`src/rtl/sp_round_pack.sv`:
```
module sp_round_pack #(
  parameter int EXP_W = 10,
  parameter int SIG_W = 27
) (
  input  logic             clk,
  input  logic             rst_n,
  input  logic             sign_i,
  input  logic [EXP_W-1:0] exp_i,
  input  logic [SIG_W-1:0] sig_i,
  input  logic [1:0]       rmode_i,
  input  logic             ftz_i,
  output logic [31:0]      result_o,
  output logic             inexact_o,
  output logic             underflow_o,
  output logic             overflow_o
);
  localparam int EW = EXP_W + 1;
  localparam logic signed [EW-1:0] EMIN = -EW'(126);
  localparam logic signed [EW-1:0] EMAX = EW'(127);
  localparam logic signed [EW-1:0] SHMAX = EW'(SIG_W + 1);

  function automatic logic [SIG_W:0] rnd(input logic [SIG_W-1:0] m, input logic s,
                                         input logic [1:0] md);
    logic [SIG_W:0] x;
    x = {1'b0, m};
    if (m[2:0] != 3'd0) begin
      case (md)
        2'b00: x = x + (SIG_W+1)'(3) + (SIG_W+1)'(m[3]);
        2'b01: x = x;
        2'b10: x = s ? x : x + (SIG_W+1)'(8);
        default: x = s ? x + (SIG_W+1)'(8) : x;
      endcase
    end
    return x;
  endfunction

  logic signed [EW-1:0] e0, es, e1, e2;
  logic [4:0]           sh;
  logic [SIG_W-1:0]     den, m1, m2;
  logic [SIG_W:0]       r0, r2;
  logic                 tiny, notiny, lost, ix, uf, ovf;
  logic [31:0]          res, sat_res, ftz_res;

  assign e0     = EW'(signed'(exp_i));
  assign es     = EMIN - e0;
  assign tiny   = e0 < EMIN;
  assign sh     = (es > SHMAX) ? 5'(SHMAX) : es[4:0];
  assign den    = sig_i >> sh;
  assign lost   = (den << sh) != sig_i;
  assign r0     = rnd(sig_i, sign_i, rmode_i);
  assign notiny = (e0 == EMIN - EW'(1)) && r0[SIG_W];

  always_comb begin
    if (notiny)    m1 = r0[SIG_W:1] & ~SIG_W'(7);
    else if (tiny) m1 = den | SIG_W'(lost);
    else           m1 = sig_i;
    e1 = tiny ? EMIN : e0;
  end

  assign r2  = rnd(m1, sign_i, rmode_i);
  assign m2  = r2[SIG_W] ? r2[SIG_W:1] : r2[SIG_W-1:0];
  assign e2  = e1 + EW'(r2[SIG_W]);
  assign ovf = e2 > EMAX;
  assign ix  = notiny | (m1[2:0] != 3'd0);
  assign uf  = (m1[2:0] != 3'd0) & ~m1[SIG_W-1];

  always_comb begin
    case (rmode_i)
      2'b00:   sat_res = {sign_i, 8'hFF, 23'd0};
      2'b01:   sat_res = {sign_i, 8'hFE, {23{1'b1}}};
      2'b10:   sat_res = sign_i ? {1'b1, 8'hFE, {23{1'b1}}} : {1'b0, 8'hFF, 23'd0};
      default: sat_res = sign_i ? {1'b1, 8'hFF, 23'd0} : {1'b0, 8'hFE, {23{1'b1}}};
    endcase
    case (rmode_i)
      2'b10:   ftz_res = sign_i ? {1'b1, 31'd0} : {1'b0, 8'h01, 23'd0};
      2'b11:   ftz_res = sign_i ? {1'b1, 8'h01, 23'd0} : {1'b0, 31'd0};
      default: ftz_res = {sign_i, 31'd0};
    endcase
  end

  always_comb begin
    if (tiny && ftz_i)            res = ftz_res;
    else if (ovf)                 res = sat_res;
    else if (!m2[SIG_W-1])        res = {sign_i, 8'd0, m2[SIG_W-2:3]};
    else                          res = {sign_i, 8'(e2 + EW'(127)), m2[SIG_W-2:3]};
  end

  always_ff @(posedge clk or negedge rst_n) begin
    if (!rst_n) begin
      result_o    <= '0;
      inexact_o   <= 1'b0;
      underflow_o <= 1'b0;
      overflow_o  <= 1'b0;
    end else if (tiny && ftz_i) begin
      result_o    <= res;
      inexact_o   <= 1'b1;
      underflow_o <= 1'b1;
      overflow_o  <= 1'b0;
    end else begin
      result_o    <= res;
      inexact_o   <= ix | ovf;
      underflow_o <= uf;
      overflow_o  <= ovf;
    end
  end
endmodule


```
`config.mk`:
```
export PLATFORM = sky130hd
export DESIGN_NAME = sp_round_pack
export DESIGN_NICKNAME = d
export VERILOG_FILES = /design/src/rtl/sp_round_pack.sv
export SDC_FILE = /design/constraint.sdc
export NUM_CORES = 1
export LEC_CHECK = 0
export BUFFER_PORTS_ARGS = -buffer_cell sky130_fd_sc_hd__buf_4
export CAP_MARGIN = 20
export CORE_MARGIN = 1.5
export CORE_UTILIZATION = 63
export CTS_BUF_LIST = sky130_fd_sc_hd__clkbuf_8 sky130_fd_sc_hd__clkbuf_16
export DETAILED_ROUTE_END_ITERATION = 8
export GPL_TIMING_DRIVEN = 0
export PLACE_DENSITY = 0.84
export SYNTH_ARGS = -nofsm -noshare
export SYNTH_HDL_FRONTEND = slang
export SYNTH_SLANG_ARGS = --single-unit
```
`constraint.sdc`:
```
create_clock -name clk -period 0.8 [get_ports clk]
set_input_delay 0 -clock clk [delete_from_list [all_inputs] [get_ports clk]]
set_output_delay 0 -clock clk [all_outputs]
set_load 0.02 [all_outputs]
```
==> flow_summary.yaml, run 1 <==
outcome:
  status: "stopped before the end"
  failing_step: "5_1_grt"
  error: "[ERROR GRT-0116] Global routing finished with congestion. Check the congestion regions in the DRC Viewer."
grt:
  grt_max_degree: 36
  grt_overflow: 110
  grt_pass1_vias: 14000
  grt_pass1_wl_um: 83900
  grtUsageTotal_pct: 81.4
synthesis:
  synth_compound_area_share_pct: 40.3
  muxShareOfSynthArea_pct: 5.83
  synth_cells: 1214
  avgSynthCellArea_sq_um: 6.69
  synth_enable_flop_cells: 0
  synthSimpleGateAreaFrac_pct: 32.7
  synth_adder_area_share_pct: 1.39
  mappedNetlistArea_sq_um: 8120
  synth_cell_type_count: 106
  synthArstFlopShare_pct: 100
  ys_seq_area_share_pct: 10.8
  syn-num-nets: 1266
  synth_xor_area_share_pct: 2.59
  synth_seq_cells: 35
  dominantRegCellSynth: "dfrtp_1"
  synth_top_family_by_area: "compound AO/OA/AOI/OAI gates"
  yosysWarnings: 0
clock_tree:
  cts-root-buf: "clkbuf_16"
  htreeDepth: 2
  clockBufferDepth: 2
  numCtsBuffers: 5
  clock_sinks: 35
placed_design:
  place_congestion: 1.25
  hpwlAfterDp_um: 29900
  dp_slack_ps: -7930
  place_inst: 1447
  io_buffers: 60
floorplanning:
  die_x_um: 117
  io-pin-count: 78
  fp.dieH_um: 117
  start_util_pct: 64.3
  row_count: 41
layer usage:
layer	global-route usage, %	GRT overflow
met1	81.3	1
met2	96.4	56
met3	66.2	4
met4	83.9	47
met5	38.5	2
metrics by stage:
stage	TNS (ps)	hold slack (ps)	util (%)	cell area [sq um]
2_1_floorplan	-188050	-296	-	8360
3_3_place_gp	-262970	-50.5	71.5	9020
3_5_place_dp	-263970	-41.3	71.5	9030
4_1_cts	-196790	-4.04	82.0	10300
timing repair:
action / 4_1_cts
pin swaps: 49
setup endpoints to repair: 42
hold endpoints to repair: 36
hold buffers: 1
setup buffers: 58
gates cloned: 2
gates resized for setup: 162
logic make-up after synthesis:
logic type,count (synthesis)
flip-flops,35
AND/OR/NAND/NOR,534
AO/OA/AOI/OAI,450
XOR/XNOR,24
multiplexers,38
buffers and inverters,124
adder cells (fa/ha/maj),9
Yosys cell counts, types with 10 or more instances:
library cell	instances	area share [%]
nor2_1	130	6.0
a21o_1	12	1.1
buf_2	13	0.80
a21oi_1	92	5.7
o211ai_1	26	2.4
or4_1	10	0.92
a211oi_1	22	2.0
clkbuf_1	80	3.7
nor4_1	19	1.5
and3_1	14	1.1
mux2i_1	27	3.3
xnor2_1	12	1.3
nand2_1	141	6.5
o22ai_1	13	1.0
dfrtp_1	35	11
o31ai_1	15	1.4
nand4_1	16	1.2
nand3_1	58	3.6
o21a_1	13	1.2
xor2_1	12	1.3
or3_1	15	1.2
o21ai_1	18	1.1
o32ai_1	14	1.5
o21ai_0	67	4.1
and2_1	13	1.0
a31oi_1	19	1.5
nor3_1	61	3.8
inv_1	17	0.79
==> inputs of run 2 (changes only) <==
CORE_UTILIZATION = 40   (was 63)
CTS_BUF_LIST = default   (was sky130_fd_sc_hd__clkbuf_8 sky130_fd_sc_hd__clkbuf_16)
PLACE_DENSITY = default   (was 0.84)
PLACE_DENSITY_LB_ADDON = 0.15   (was default)
==> run 2 against run 1 <==
The flow now finishes, with violations (negative hold slack, negative setup slack). Synthesized cell count is the same. Synthesized area did not move.
==> flow_summary.yaml, run 2 <==
route:
  drt-total-wl_um: 48400
  vias_per_cell: 7.37
  drc: 0
  drt-met1-wl_um: 17300
  dr.pass1.iters: 8
  dr.max_layer_used: "met4"
  wl_met3_um: 6250
  drt_iter0_drc: 1928
  via_count: 12100
  wire_per_inst_um: 29.6
  dr_wl_met2_um: 20300
  ant_nets: 0
synthesis:
  yosysWarnings: 0
  synth_top_cell_area_share_pct: 10.8
  synth_most_common_cell: "nand2_1"
  ys_top_cells_by_count: "nand2_1, nor2_1, a21oi_1"
  ys_seq_area_share_pct: 10.8
  synth_enable_flop_cells: 0
  synth_cells: 1214
  yosysTopAreaCell: "dfrtp_1"
  synth.area.top_cells: "dfrtp_1, nand2_1, nor2_1"
  synth_seq_cells: 35
  syn-num-nets: 1266
  synthArstFlopShare_pct: 100
  mappedNetlistArea_sq_um: 8120
  dominantRegCellSynth: "dfrtp_1"
  avgSynthCellArea_sq_um: 6.69
  synth_cell_type_count: 106
worst_setup_path:
  critPathLaunchType: "input port"
  crit_type: "in -> reg"
  critPathArrivalTime_ps: 7000
  critPathSlowestCell: "or4_4"
  critical_path_required_ps: 960
  worstSetupEndpointType: "flop"
  crit_path_frequent_cell: "ha_4"
  cp_max_fo: 6
  crit_path_max_incr_delay_ps: 530
finish:
  drive_gt1_share_pct: 30.3
  multi_input_area_sq_um: 7750
  layout.nets: 1425
  regMostFlops: "result_o"
  seq_area_sq_um: 876
  largest_register_ffs: 32
  antenna_cells: 0
  area_growth_syn_to_layout_pct: 37.7
  fin_cells: 1639
  fillerInstances: 1948
  final_common_cell: "nand2_1"
  final_cell_mix: "nand2_1, buf_4, nor2_1"
pwr:
  p_int_w: 0.00726
  power-per-cell-area_nw_per_um2: 1340
  p_leak_nw: 4.10
  p_seq_share_pct: 14.0
  power_frac_clock_pct: 14.6
  p_switching_w: 0.00769
  ir_drop_mv: 0.820
  power_w: 0.0149
  p_sw_share_pct: 51.4
  pwr-share-comb_pct: 71.4
floorplanning:
  core_sq_um: 19700
  die_x_um: 145
  start_util_pct: 41.3
  die_area_sq_um: 21200
  io-pin-count: 78
  fp.dieH_um: 145
  row_count: 51
sta:
  min_period_over_period_pct: 855
  max-slew-margin-rel_pct: 28.8
  worst_pin_slew_ps: 1060
  whs_ps: -15.1
  tns_ps: -200150
  rsz0062_at_grt: "yes"
  fmax_ghz: 0.146
  fin_crit_ps: 6840
  slew_viol_final: 0
  fin_ws_ps: -6040
  hold_viol: 1
  setup_viol: 35
placed_design:
  dp_slack_ps: -8120
  io_buffers: 60
  place_congestion: 1.16
  hpwlAfterDp_um: 34500
  place_inst: 1543
clock_tree:
  cts_tree: "built"
  htreeDepth: 2
  clock_sinks: 35
  numCtsBuffers: 5
  clockBufferDepth: 2
  cts-root-buf: "clkbuf_16"
  clk_pin_slew_ps: 60
worst_hold_path:
  min_from: "ftz_i"
  hold_end: "inexact_o$_DFF_PN0_"
  min_path_type: "in -> reg"
  holdPathStages: 3
grt:
  grt_pass1_vias: 11000
  grtUsageTotal_pct: 43.7
  grt_pass1_wl_um: 70700
  grt_overflow: 0
  grt_max_degree: 36
  antenna_found_initial: 0
outcome:
  violations: "negative hold slack, negative setup slack"
  status: "finished with violations"
flow_run:
  cap_viol_max_count: 0
==> run 2: cell counts after synthesis <==
No cell type changed its count.
==> run 2: power by group through the flow <==
stage	sequential (W)	combinational [W]	clock (W)
2_1_floorplan	0.00239	0.00482	0
3_3_place_gp	0.00209	0.00817	0
3_5_place_dp	0.00209	0.00808	0
4_1_cts	0.00206	0.00956	0.00219
5_1_grt	0.00212	0.0109	0.00227
6_report	0.00209	0.0107	0.00218
==> run 2: critical path, delay by kind of cell <==
family | cells | cell delay [ps]
AOI/OAI and AO/OA | 13 | 3230
and+or+nand+nor | 9 | 1520
buffers and inverters | 10 | 1320
adders and majority gates | 4 | 770
muxes | 1 | 120
==> run 2: metrics by stage <==
stage / area, sq um / util, %
3_5_place_dp: 9170 / 46.6
3_3_place_gp: 9140 / 46.5
6_report: 11200 / 56.9
5_1_grt: 11200 / 56.9
2_1_floorplan: 8360 / -
4_1_cts: 10800 / 55.1
==> run 2: cells by family after synthesis <==
kind of cell,synth area share (%)
AO/OA/AOI/OAI,40.3
adder cells (fa/ha/maj),1.39
buffers and inverters,6.40
AND/OR/NAND/NOR,32.7
flip-flops,10.8
multiplexers,5.83
XOR/XNOR,2.59
==> run 2: area by class of cell <==
class | count | share of cell area (%)
Clock buffer | 5 | 1.12
Inverter | 19 | 0.750
Timing Repair Buffer | 156 | 11.9
Multi-Input combinational cell | 1055 | 69.4
Buffer | 101 | 5.70
Clock inverter | 3 | 0.392
Sequential cell | 35 | 7.83
Tap cell | 265 | 2.97
==> run 2: how the worst max path moves through the flow <==
| stage | end | slack (ps) | start |
|---|---|---|---|
| after floorplan | result_o[16]$_DFF_PN0_ | -5690 | exp_i[0] |
| after global placement | result_o[6]$_DFF_PN0_ | -8100 | exp_i[0] |
| after detailed placement | result_o[5]$_DFF_PN0_ | -8120 | exp_i[0] |
| after CTS | result_o[12]$_DFF_PN0_ | -5780 | exp_i[0] |
| after global routing | result_o[16]$_DFF_PN0_ | -6180 | exp_i[0] |
| final | result_o[14]$_DFF_PN0_ | -6040 | exp_i[0] |
==> run 2: repair_timing <==
action	CTS	global route
hold buffers	1	0
gates cloned	3	0
gates resized for setup	201	77
setup endpoints to repair	38	58
setup buffers	79	21
pin swaps	53	36
endpoints found under the hold margin	36	0
==> run 2: layer usage <==
layer,vias to the layer above,global-route usage [%]
met5,-,0
met4,0,32.5
met3,348,12.1
met2,1173,66.2
met1,5560,52.8
li1,4998,-
(Power assumes the default switching activity.)
